===== src/rtl/flagu_pkg.sv =====
package flagu_pkg;

  // operation classes
  localparam logic [2:0] CLS_ARITH = 3'd0;
  localparam logic [2:0] CLS_LOGIC = 3'd1;
  localparam logic [2:0] CLS_CMP   = 3'd2;
  localparam logic [2:0] CLS_MOVE  = 3'd3;
  localparam logic [2:0] CLS_JUMP  = 3'd4;
  localparam logic [2:0] CLS_FCTL  = 3'd5;

  // flag word bit positions
  localparam int FB_CF = 0;
  localparam int FB_PF = 2;
  localparam int FB_AF = 4;
  localparam int FB_ZF = 6;
  localparam int FB_SF = 7;
  localparam int FB_TF = 8;
  localparam int FB_IF = 9;
  localparam int FB_DF = 10;
  localparam int FB_OF = 11;

  localparam int          FLAG_W     = 16;
  localparam int          NUM_CTL    = 3;
  localparam logic [15:0] FIXED_ONES = 16'h0002;

  typedef struct packed {
    logic cf;
    logic pf;
    logic af;
    logic zf;
    logic sf;
    logic of;
  } cond_flags_t;

  localparam cond_flags_t COND_RESET = '0;

endpackage


===== src/rtl/flagu_cond_calc.sv =====
module flagu_cond_calc
  import flagu_pkg::*;
#(
  parameter int W = 16
) (
  input  logic [W-1:0] a,
  input  logic [W-1:0] b,
  input  logic [W-1:0] res,
  input  logic         cout,
  input  logic         is_sub,
  output cond_flags_t  cond
);
  localparam int MSB    = W - 1;
  localparam int PAR_W  = 8;
  localparam int NIB_HI = 4;

  logic sign_a, sign_b, sign_r;

  always_comb begin
    sign_a  = a[MSB];
    sign_b  = b[MSB];
    sign_r  = res[MSB];
    cond.cf = is_sub ? ~cout : cout;
    cond.pf = ~(^res[PAR_W-1:0]);
    cond.af = a[NIB_HI] ^ b[NIB_HI] ^ res[NIB_HI];
    cond.zf = (res == '0);
    cond.sf = sign_r;
    if (is_sub) cond.of = (sign_a != sign_b) && (sign_r != sign_a);
    else        cond.of = (sign_a == sign_b) && (sign_r != sign_a);
  end

endmodule


===== src/rtl/flagu_ctrl_reg.sv =====
module flagu_ctrl_reg
  import flagu_pkg::*;
#(
  parameter int N = NUM_CTL
) (
  input  logic         clk,
  input  logic         rst,
  input  logic         wr_en,
  input  logic [1:0]   sel,
  input  logic         val,
  output logic [N-1:0] ctl_q
);
  for (genvar i = 0; i < N; i++) begin : g_ctl
    always_ff @(posedge clk) begin
      if (rst)                             ctl_q[i] <= 1'b0;
      else if (wr_en && (sel == 2'(i)))    ctl_q[i] <= val;
    end
  end

endmodule


===== src/rtl/flag_status_unit.sv =====
module flag_status_unit
  import flagu_pkg::*;
#(
  parameter int W = 16
) (
  input  logic         clk,
  input  logic         rst,
  input  logic         op_valid,
  input  logic [2:0]   op_class,
  input  logic         op_sub,
  input  logic [W-1:0] opnd_a,
  input  logic [W-1:0] opnd_b,
  input  logic [W-1:0] alu_res,
  input  logic         alu_cout,
  input  logic [1:0]   ctl_sel,
  input  logic         ctl_set,
  output logic [15:0]  flags_o,
  output logic         dir_dec_o
);
  localparam logic [15:0] COND_MASK = 16'h08D5;
  localparam logic [15:0] CTL_MASK  = 16'h0700;

  logic         is_arith, is_logic, is_cmp, is_fctl;
  logic [W-1:0] cmp_diff;
  logic         cmp_borrow;
  logic [W-1:0] calc_res;
  logic         calc_cout;
  logic         calc_sub;
  cond_flags_t  calc_flags;
  cond_flags_t  cond_q;
  logic [NUM_CTL-1:0] ctl_q;

  assign is_arith = op_valid && (op_class == CLS_ARITH);
  assign is_logic = op_valid && (op_class == CLS_LOGIC);
  assign is_cmp   = op_valid && (op_class == CLS_CMP);
  assign is_fctl  = op_valid && (op_class == CLS_FCTL);

  // compare: the unit forms its own difference and adder carry
  assign {cmp_borrow, cmp_diff} = {1'b0, opnd_a} - {1'b0, opnd_b};

  always_comb begin
    calc_res  = is_cmp ? cmp_diff    : alu_res;
    calc_cout = is_cmp ? ~cmp_borrow : alu_cout;
    calc_sub  = is_cmp | op_sub;
  end

  flagu_cond_calc #(.W(W)) u_calc (
    .a      (opnd_a),
    .b      (opnd_b),
    .res    (calc_res),
    .cout   (calc_cout),
    .is_sub (calc_sub),
    .cond   (calc_flags)
  );

  always_ff @(posedge clk) begin
    if (rst) begin
      cond_q <= COND_RESET;
    end else if (is_arith || is_cmp) begin
      cond_q <= calc_flags;
    end else if (is_logic) begin
      cond_q.cf <= 1'b0;
      cond_q.of <= 1'b0;
      cond_q.pf <= calc_flags.pf;
      cond_q.zf <= calc_flags.zf;
      cond_q.sf <= calc_flags.sf;
    end
  end

  flagu_ctrl_reg #(.N(NUM_CTL)) u_ctl (
    .clk   (clk),
    .rst   (rst),
    .wr_en (is_fctl),
    .sel   (ctl_sel),
    .val   (ctl_set),
    .ctl_q (ctl_q)
  );

  always_comb begin
    flags_o        = FIXED_ONES;
    flags_o[FB_CF] = cond_q.cf;
    flags_o[FB_PF] = cond_q.pf;
    flags_o[FB_AF] = cond_q.af;
    flags_o[FB_ZF] = cond_q.zf;
    flags_o[FB_SF] = cond_q.sf;
    flags_o[FB_OF] = cond_q.of;
    flags_o[FB_TF] = ctl_q[0];
    flags_o[FB_IF] = ctl_q[1];
    flags_o[FB_DF] = ctl_q[2];
    dir_dec_o      = ctl_q[2];
  end

  // moves and jumps are transparent
  a_r8_move_hold: assert property (@(posedge clk) disable iff (rst)
    (op_valid && (op_class == CLS_MOVE || op_class == CLS_JUMP)) |=> $stable(flags_o));

  // logic ops clear carry and overflow
  a_r7_logic_clear: assert property (@(posedge clk) disable iff (rst)
    (op_valid && op_class == CLS_LOGIC) |=> (!flags_o[FB_CF] && !flags_o[FB_OF]));

  // flag control leaves condition bits alone
  a_r9_fctl_isolated: assert property (@(posedge clk) disable iff (rst)
    (op_valid && op_class == CLS_FCTL) |=> $stable(flags_o & COND_MASK));

  // condition updates never touch control bits
  a_r10_ctl_hold: assert property (@(posedge clk) disable iff (rst)
    (op_valid && (op_class == CLS_ARITH || op_class == CLS_LOGIC || op_class == CLS_CMP))
      |=> $stable(flags_o & CTL_MASK));

  // zero result sets the zero flag
  a_r5_zero_set: assert property (@(posedge clk) disable iff (rst)
    (op_valid && (op_class == CLS_ARITH || op_class == CLS_LOGIC) && alu_res == '0)
      |=> flags_o[FB_ZF]);

  // equal operands in a compare give zero and no borrow
  a_r6_cmp_equal: assert property (@(posedge clk) disable iff (rst)
    (op_valid && op_class == CLS_CMP && opnd_a == opnd_b)
      |=> (flags_o[FB_ZF] && !flags_o[FB_CF]));

endmodule


===== config.mk =====
export PLATFORM = sky130hd
export DESIGN_NAME = flag_status_unit
export DESIGN_NICKNAME = d
export VERILOG_FILES = /design/src/rtl/flagu_pkg.sv /design/src/rtl/flagu_cond_calc.sv /design/src/rtl/flagu_ctrl_reg.sv /design/src/rtl/flag_status_unit.sv
export SDC_FILE = /design/constraint.sdc
export NUM_CORES = 1
export LEC_CHECK = 0
export BUFFER_PORTS_ARGS = -buffer_cell sky130_fd_sc_hd__buf_2
export CAP_MARGIN = 15
export CORE_AREA = 5 5 78 80
export CTS_BUF_LIST = sky130_fd_sc_hd__clkbuf_2
export DETAILED_ROUTE_END_ITERATION = 16
export DIE_AREA = 0 0 83 85
export MAX_ROUTING_LAYER = met4
export RECOVER_POWER = 100
export SLEW_MARGIN = 30
export SYNTH_ARGS = -nofsm -noshare
export SYNTH_HDL_FRONTEND = slang
export SYNTH_SLANG_ARGS = --single-unit

===== constraint.sdc =====
create_clock -name clk -period 4.75 [get_ports clk]
set_clock_uncertainty 0.1 [all_clocks]
set_input_delay 0 -clock clk [delete_from_list [all_inputs] [get_ports clk]]
set_output_delay 0 -clock clk [all_outputs]
set_load 0.02 [all_outputs]

# Word-level counts from Yosys, hierarchy flattened

Cells that the tools add are included.

Register bits: 9
Latch bits: 0
Bits in writable memories: 0
ROM bits: 0
Output and inout port bits: 17
Logic and storage cells: 47
Memories: 0

Add/subtract/negate cells: 1
Multiply operators: 0
Div/mod/pow operators: 0
$lt $le $gt $ge: 0
Eq/ne operators: 8
Shift operators: 0
Multiplexer cells: 8
Bitwise logic cells: 6
Reduce and logical (&&, ||, !) cells: 15

Operators with widths:

| cell                 | count |
|---|---|
| $sub A16 B16 Y17     | 1 |
| $logic_not A16 Y1    | 1 |
| $mux W16             | 1 |
| $logic_and A1 B1 Y1  | 9 |
| $reduce_xor A8 Y1    | 1 |
| $mux W3              | 2 |
| $mux W2              | 2 |
| $eq A3 B1 Y1 const B | 1 |
| $eq A3 B2 Y1 const B | 1 |
| $eq A3 B3 Y1 const B | 1 |
| $logic_not A3 Y1     | 1 |
| $mux W1              | 3 |
| $not A1 Y1           | 3 |
| $eq A2 B1 Y1 const B | 1 |
| $eq A2 B2 Y1 const B | 1 |
| $logic_not A2 Y1     | 1 |
| $ne A1 B1 Y1         | 2 |
| $reduce_bool A2 Y1   | 1 |
| $xor A1 B1 Y1        | 2 |
| $eq A1 B1 Y1         | 1 |
| $logic_or A1 B1 Y1   | 1 |
| $or A1 B1 Y1         | 1 |

# Depth between registers and ports, before layout

Gate-level depths: netlist of run 1.

Depth after elaboration: 7
Mapped depth: 16

# Hierarchy

A second synthesis of run 1 with hierarchy kept.

Cell total of the unflattened synthesis: 236
Area, all modules: 1691.6 um^2

By module, submodules not included:

| module           | instances | cells an instance | area each (um^2) | seq. area each (um^2) |
|---|---|---|---|---|
| flag_status_unit | 1         | 196               | 1342.5           | 120.1 |
| flagu_cond_calc  | 1         | 27                | 206.4            | 0.0 |
| flagu_ctrl_reg   | 1         | 13                | 142.6            | 60.1 |

# Least setup slack after synthesis of run 1

No wires, ideal clock.

Kind: in2reg
Start point: input opnd_a[0]
End point: register cond_q, in the netlist flags_o[6]
Data arrival time: 2150 ps
Required time: 4576 ps
Setup slack: 2426 ps
Stages: 16
Path buffers: 0
Cell sequence: inv_1 -> ha_1 -> fa_1 -> nor2b_1 -> o2111ai_1 -> nand3_1 -> xnor2_1 -> nor2_1 -> a21oi_1 -> ha_1 -> nand4_1 -> nor2_1 -> o211ai_1 -> nor4_1 -> o22ai_1 -> a31oi_1

Cells in the longest elaborated chain, start to end: 5

Ends and longest elaborated chain:

| element                | line                   | source |
|---|---|---|
| start: declaration     | flag_status_unit.sv:11 | `input logic [W-1:0] opnd_a,` |
| $sub A16 B16 Y17 (*)   | flag_status_unit.sv:39 | `assign {cmp_borrow, cmp_diff} = {1'b0, opnd_a} - {1'b0, opnd_b};` |
| $mux W16 (*)           | flag_status_unit.sv:42 | `calc_res = is_cmp ? cmp_diff : alu_res;` |
| $logic_not A16 Y1 (*)  | flagu_cond_calc.sv:26  | `cond.zf = (res == '0);` |
| $mux W3                | flag_status_unit.sv:61 | `end else if (is_logic) begin` |
| $mux W3 (*)            | flag_status_unit.sv:59 | `end else if (is_arith \|\| is_cmp) begin` |
| end signal: assignment | flag_status_unit.sv:60 | `cond_q <= calc_flags;` |
| end: declaration       | flag_status_unit.sv:30 | `cond_flags_t cond_q;` |

Every way passes the cells marked *; elsewhere a longest branch is shown, timed or not. The select of a mux whose other input is x is not followed.
A chain may end at the register's enable or synchronous reset.

# Worst setup path after layout of run 1

Start point: input opnd_b[4]
End point: register cond_q, in the netlist flags_o[6]

Cells in the longest elaborated chain, start to end: 5

Ends and longest elaborated chain:

| element               | line                   | source |
|---|---|---|
| start: declaration    | flag_status_unit.sv:12 | `input logic [W-1:0] opnd_b,` |
| $sub A16 B16 Y17 (*)  | flag_status_unit.sv:39 |  |
| $mux W16 (*)          | flag_status_unit.sv:42 |  |
| $logic_not A16 Y1 (*) | flagu_cond_calc.sv:26  |  |
| $mux W3               | flag_status_unit.sv:61 |  |
| $mux W3 (*)           | flag_status_unit.sv:59 |  |

Marks and branches as above.

==> impl_metrics.yaml, run 1 <==
floorplanning:
  rows: 27
  pin_count: 76
  core_um2: 5340
  die-height_um: 85
  start_util_pct: 28.7
  fp.dieW_um: 83
  die-area_um2: 7060
grt:
  grt_use_total_pct: 11.1
  grt_pass1_wl_um: 6550
  grt_pass1_vias: 1580
  grt_max_degree: 24
  antenna_found_initial: 0
  overflow: 0
min_path:
  hold_class: "primary input to flop"
critical_path:
  cp.buffers_inverters: 2
  arrival_ns: 2.65
  cp_max_fo: 5
  crit_top_cell: "nor2_1"
  crit_slowest_cell: "ha_1"
  start_kind: "primary input"
  path_cells: "buf_2 > inv_1 > ha_1 > o211ai_1 > a21oi_1 > nor2_1 > o21ai_0 > xnor2_1 > nor2_1 > a21oi_1 > ha_1 > nand4_1 > nor2_1 > o211ai_1 > nor4_1 > o22ai_1 > a31oi_1"
  path_delay_family: "compound AO/OA/AOI/OAI gates"
  crit_path_max_incr_delay_ns: 0.38
  worst_ep_required_time_ns: 4.84
  endpoint_kind: "flop"
  critical_path_class: "primary input to flop"
final_layout:
  drive_above_1_share_pct: 22.7
  syn_to_final_growth_pct: 28.8
  fin_cells: 358
  multi_input_area_um2: 1190
  utilization_pct: 36.9
  seq_area_um2: 180
  nets: 368
  diodes: 0
  nFillCells: 639
pwr:
  peakVddDrop_v: 0.0000533
  p_comb_share_pct: 58.0
  internal_power_uw: 186
  pwr-share-seq_pct: 25.7
  power.leakage_uw: 0.000960
  swShare_pct: 41.0
  p_sw_uw: 129
  cellPowerDensity_nw_per_um2: 160
  power_frac_clock_pct: 16.4
sta:
  rsz0062_at_grt: "false"
  final_max_slew_viol_count: 0
  hold_ws_ns: 0.0296
  tightest_slew_ns: 0.721
  min_period_ns: 2.57
  period_share_pct: 54.0
  fmax_mhz: 390
  finalSetupViolCount: 0
  final-hold-violation-count: 0
  fin_setup_tns_ns: 0
  relSlewSlack_pct: 51.9
placed_design:
  numPortBuffers: 68
  place_inst: 347
  dp_hpwl_um: 3390
  gp_congestion: 0.835
yosys:
  yosys_warnings: 0
  syn_inst: 214
  syn_area_um2: 1530
  synth_top_family_by_area: "compound AO/OA/AOI/OAI gates"
  yosysUniqueCellTypes: 43
  synth_area_per_cell_um2: 7.15
  synth_compound_area_share_pct: 23.9
  ys.flop_type: "dfxtp_1"
  synth-simple-area-share_pct: 22.2
  ys_ff_latch: 9
  ys_async_sr_fraction_pct: 0
  synth-xor-area-share_pct: 9.16
  synthMuxAreaShare_pct: 3.27
  synth_fa_ha_area_share_pct: 18.5
  ys_seq_area_share_pct: 11.8
  synth-edff-count: 0
detailed_routing:
  wl_um: 4000
  firstDrtPassIters: 4
  first_iter_violations: 54
  drc: 0
  antenna_left: 0
  wl_per_cell_um: 11.2
  vias_per_cell: 4.65
  vias: 1665
clocking:
  htree_levels: 1
  cts_tree: "yes"
  holdBufCountCts: 7
  cts-root-buf: "clkbuf_2"
  path_clk_slew_ns: 0.10
  cts_num_sinks: 9
  cts_resized: 0
  post-cts-setup-buffers: 0
  clkLatencyLatePin_ns: 0.25
  cts_buffers: 3
  cts_max_path_buffers: 2
run:
  drv_cap: 0
status:
  status: "completed"
==> routing by layer <==
layer  up-vias  wire length [um]  part of all wire, %  track usage [%]
met5         -                 0                    0                -
met4         0                14                 0.35             1.78
met3         2               197                  4.9             2.23
met2        50              1900                   48             18.8
met1       731              1890                   47             13.8
li1        882                 -                    -                -
==> state kept, by name, indices dropped and copies added (netlist names) <==
name and count:
flags_o 6, u_ctl.ctl_q 3
==> cell families (layout without fill, tap and decap cells) <==
family,Yosys count,count (layout)
AO/OA/AOI/OAI,54,54
XOR/XNOR,16,16
adder cells (fa/ha/maj),22,22
buffers and inverters,36,103
flip-flops,9,9
multiplexers,5,5
other,2,7
AND/OR/NAND/NOR,70,70
==> cell usage after synthesis (2+ instances only) <==
| cell type | instances | share of area, % |
|---|---|---|
| nand3_1 | 6 | 2.0 |
| o211ai_1 | 2 | 0.98 |
| clkbuf_1 | 3 | 0.74 |
| dfxtp_1 | 9 | 12 |
| a31oi_1 | 3 | 1.2 |
| xor2_1 | 3 | 1.7 |
| o211a_1 | 2 | 1.3 |
| inv_1 | 24 | 5.9 |
| nand2b_1 | 5 | 2.0 |
| nor2_1 | 25 | 6.1 |
| nand4_1 | 3 | 1.2 |
| mux2i_1 | 5 | 3.3 |
| conb_1 | 2 | 0.49 |
| o21ai_0 | 7 | 2.3 |
| buf_4 | 8 | 3.9 |
| nor4_1 | 4 | 1.6 |
| nor3_1 | 6 | 2.0 |
| a21oi_1 | 24 | 7.8 |
| nor2b_1 | 4 | 1.6 |
| xnor2_1 | 13 | 7.4 |
| a211oi_1 | 3 | 1.5 |
| ha_1 | 21 | 17 |
| nand2_1 | 12 | 2.9 |
==> worst min-delay path, stage by stage <==
cell      delay (ns)
buf_2           0.10
nor2_1          0.09
nor2_1          0.10
a211oi_1        0.05
==> cell type report <==
class / instances / area share [%]
Inverter: 24 / 4.57
Tap cell: 72 / 4.57
Clock buffer: 4 / 1.02
Multi-Input combinational cell: 174 / 60.6
Timing Repair Buffer: 75 / 20.1
Sequential cell: 9 / 9.14
==> final timing paths <==
path,from,endpoint,slack [ns],cells past startpoint
hold / removal,op_class[0],flags_o[4]$_SDFFE_PP0P_,0.03,4
hold reg to reg,u_ctl.ctl_q[2]$_SDFFE_PP0P_,u_ctl.ctl_q[2]$_SDFFE_PP0P_,0.38,2
setup reg to reg,u_ctl.ctl_q[0]$_SDFFE_PP0P_,u_ctl.ctl_q[0]$_SDFFE_PP0P_,3.52,3
setup / recovery,opnd_b[4],flags_o[6]$_SDFFE_PP0P_,2.18,17
==> power by group through the flow <==
| stage | registers, uW | logic [uW] | clock network, uW |
|---|---|---|---|
| after floorplan | 86.9 | 131 | 0 |
| after global placement | 82.3 | 183 | 0 |
| after detailed placement | 82.6 | 183 | 0 |
| after CTS | 80.9 | 187 | 54.0 |
| after global routing | 81.4 | 206 | 58.9 |
| final | 80.9 | 183 | 51.6 |
==> cell usage in the layout, fill, tap and decap left out, types with 2 or more instances in the layout <==
cell	count
mux2i_1	5
o211a_1	2
nor2_1	25
buf_2	57
a31oi_1	3
nand2_1	12
a211oi_1	3
clkbuf_2	4
conb_1	7
inv_1	24
clkbuf_1	11
nand2b_1	5
nand3_1	6
xor2_1	3
xnor2_1	13
nor4_1	4
nor2b_1	4
dlygate4sd3_1	7
nand4_1	3
o21ai_0	7
a21oi_1	24
dfxtp_1	9
ha_1	21
nor3_1	6
o211ai_1	2
==> metrics by stage <==
stage,worst slack (ns),total power (uW),area [um^2]
detailed placement,1.94,266,1900
finish,2.18,315,1970
floorplan,2.43,218,1550
global route,1.93,346,1970
CTS,2.21,322,1990
global placement,2.03,265,1900
(Power assumes the default switching activity.)
==> inputs of run 2 (changes only) <==
--- a/config.mk
+++ b/config.mk
@@ -5,12 +5,13 @@
 export SDC_FILE = /design/constraint.sdc
 export NUM_CORES = 1
 export LEC_CHECK = 0
+export ABC_AREA = 1
 export BUFFER_PORTS_ARGS = -buffer_cell sky130_fd_sc_hd__buf_2
 export CAP_MARGIN = 15
-export CORE_AREA = 5 5 78 80
+export CORE_AREA = 5 5 85 87
 export CTS_BUF_LIST = sky130_fd_sc_hd__clkbuf_2
 export DETAILED_ROUTE_END_ITERATION = 16
-export DIE_AREA = 0 0 83 85
+export DIE_AREA = 0 0 90 92
 export MAX_ROUTING_LAYER = met4
 export RECOVER_POWER = 100
 export SLEW_MARGIN = 30
==> constraint.sdc (replaced) <==
create_clock -name clk -period 2.15 [get_ports clk]
set_clock_uncertainty 0.1 [all_clocks]
set_input_delay 0 -clock clk [delete_from_list [all_inputs] [get_ports clk]]
set_output_delay 0 -clock clk [all_outputs]
set_load 0.02 [all_outputs]
==> run 2 against run 1 <==
  * Clock power increased by 110%
  * Combinational power grew to 2.8 times the previous value
  * Sequential share of layout area is 1.8 points lower
  * Design area is 25% higher
  * Largest cell class unchanged
==> impl_metrics.yaml, run 2 <==
status:
  status: "completed"
yosys:
  synth_commonest_cells: "nand2_1 (94), inv_1 (72), nand3_1 (26), nor2_1 (25), ha_1 (21)"
  synth_top_area_share_pct: 19.2
  syn_area_um2: 1840
  ys_async_sr_fraction_pct: 0
  synth-edff-count: 0
  netlist_top_cells_area: "nand2_1 (19%), inv_1 (15%), ha_1 (14%)"
  syn_inst: 330
  yosys.area.top_type: "nand2_1"
  ys_ff_latch: 9
  ys.flop_type: "dfxtp_1"
  yosysUniqueCellTypes: 35
  yosys_warnings: 0
  ys_seq_area_share_pct: 9.78
  synth_area_per_cell_um2: 5.58
  yosysMostFrequentCell: "nand2_1"
run:
  drv_cap: 0
final_layout:
  final_cell_mix: "nand2_1 (94), inv_1 (71), buf_2 (56)"
  drive_above_1_share_pct: 22.2
  multi_input_area_um2: 1340
  nFillCells: 737
  nets: 506
  diodes: 0
  seq_area_um2: 180
  largest_reg_flops: 6
  syn_to_final_growth_pct: 33.3
  layout_commonest_cell: "nand2_1"
pwr:
  power_frac_clock_pct: 13.7
  p_comb_share_pct: 64.4
  swShare_pct: 43.3
  total_power_uw: 800
  power.leakage_uw: 0.00147
  peakVddDrop_v: 0.000240
  internal_power_uw: 453
  pwr-share-seq_pct: 21.9
  p_sw_uw: 347
  cellPowerDensity_nw_per_um2: 326
grt:
  overflow: 0
  met2_usage_pct: 22.6
  grt_util_met1_pct: 14.7
  busiest_layer: "met2"
  antenna_found_initial: 0
  grt_max_degree: 10
  grt_pass1_vias: 2152
  use_met3_pct: 2.37
  grt_use_total_pct: 12.6
  grt_pass1_wl_um: 8890
sta:
  hold_ws_ns: 0.0260
  final_max_slew_viol_count: 0
  finalSetupViolCount: 0
  final-hold-violation-count: 0
  min_period_ns: 1.96
  rsz0062_at_grt: "false"
  fmax_mhz: 510
  period_share_pct: 91.1
detailed_routing:
  vias: 2154
  drc: 0
  wl_um: 5090
  first_iter_violations: 70
  antenna_left: 0
  firstDrtPassIters: 4
  vias_per_cell: 4.30
  wl_per_cell_um: 10.1
clocking:
  cts-root-buf: "clkbuf_2"
  cts_max_path_buffers: 2
  cts_buffers: 3
  htree_levels: 1
  post-cts-setup-buffers: 0
  clkLatencyLatePin_ns: 0.25
  path_clk_slew_ns: 0.09
  cts_tree: "yes"
  cts_num_sinks: 9
floorplanning:
  die-area_um2: 8280
  rows: 29
  fp.dieW_um: 90
  die-height_um: 92
  pin_count: 76
  core_um2: 6280
  start_util_pct: 29.3
critical_path:
  crit_path_max_incr_delay_ns: 0.35
  path_delay_family: "adder cells"
  path_cells: "buf_2 > inv_1 > ha_1 > fa_2 > inv_2 > nand2_1 > nand2_1 > nand2_1 > nand2_1 > nand3_1 > o21ai_0 > inv_1 > ha_1 > xnor2_2 > xnor2_1 > o21ai_0 > inv_1"
  arrival_ns: 2.01
  crit_slowest_cell: "fa_2"
  crit_top_cell: "nand2_1"
  endpoint_kind: "flop"
  start_kind: "primary input"
  cp_max_fo: 3
  cp.buffers_inverters: 5
  worst_ep_required_time_ns: 2.20
  critical_path_class: "primary input to flop"
placed_design:
  dp_hpwl_um: 4490
  numPortBuffers: 68
  gp_congestion: 0.846
min_path:
  hold_class: "primary input to flop"
run 2: cell types whose count changed in the layout (fill, tap and decap cells not counted), moves of 4 or more:
cell and change:
xnor2_1 -10, buf_4 +21, a21oi_1 -8, nand3_1 +20
nor2b_1 -4, nand2b_1 -5, nand2_1 +82, inv_1 +47
run 2: logic make-up (layout without fill, tap and decap cells):
group / count (synthesis) / after routing / synth area share, %
simple gates: 168 / 168 / 39.9
mux: 2 / 2 / 1.09
compound gates: 35 / 35 / 10.8
xor+xnor: 8 / 8 / 3.80
other cells: 2 / 7 / 0.408
flops: 9 / 9 / 9.78
buf+inv: 84 / 173 / 18.8
fa+ha+maj: 22 / 22 / 15.4
run 2: final timing paths:
| path | start | depth (start not counted) | slack, ns | endpoint |
|---|---|---|---|---|
| setup / recovery | opnd_a[0] | 17 | 0.19 | flags_o[2]$_SDFFE_PP0P_ |
| hold / removal | alu_res[11] | 6 | 0.03 | flags_o[6]$_SDFFE_PP0P_ |
| setup reg to reg | u_ctl.ctl_q[0]$_SDFFE_PP0P_ | 3 | 0.89 | u_ctl.ctl_q[0]$_SDFFE_PP0P_ |
| hold reg to reg | flags_o[0]$_SDFFE_PP0P_ | 2 | 0.38 | flags_o[0]$_SDFFE_PP0P_ |
run 2: through the flow:
step                      utilization, %  setup TNS [ns]  cell area, um^2  setup WS, ns  instances
after floorplan                        -               0             1860        0.0540        335
after global placement              38.0         -0.0540             2390       -0.0540        491
after global routing                39.1               0             2450        0.0130        501
after detailed placement            38.0          -0.154             2390        -0.150        491
after CTS                           39.3               0             2470         0.114        501
final                               39.1               0             2450         0.191        501
run 2: power groups by stage:
stage / registers, uW / logic (uW) / clock network (uW)
2_1_floorplan: 186 / 326 / 0
3_3_place_gp: 179 / 503 / 0
3_5_place_dp: 179 / 507 / 0
4_1_cts: 175 / 518 / 115
5_1_grt: 176 / 590 / 126
6_report: 175 / 515 / 109
run 2: cell type report:
class	instances	area share, %
Multi-Input combinational cell	242	54.5
Timing Repair Buffer	95	22.1
Inverter	74	11.3
Sequential cell	9	7.34
Tap cell	77	3.92
Clock buffer	4	0.815
run 2: per-layer routing:
metal | vias to the layer above | wire length [um] | part of all wire (%)
li1 | 1200 | - | -
met1 | 898 | 2390 | 47
met2 | 52 | 2400 | 47
met3 | 4 | 255 | 5.0
met4 | 0 | 42 | 0.83
met5 | - | 0 | 0
run 2: worst min-delay path, cell delays in order:
cell and delay (ns):
buf_2 0.07, nor4_1 0.04, nand2_1 0.05, a21oi_1 0.06, nand2_1 0.05, a21oi_1 0.05
run 2: what timing repair did:
action	4_1_cts	5_1_grt
hold endpoints to repair	6	0
setup endpoints to repair	0	1
hold buffers	6	0
gates resized for setup	0	3
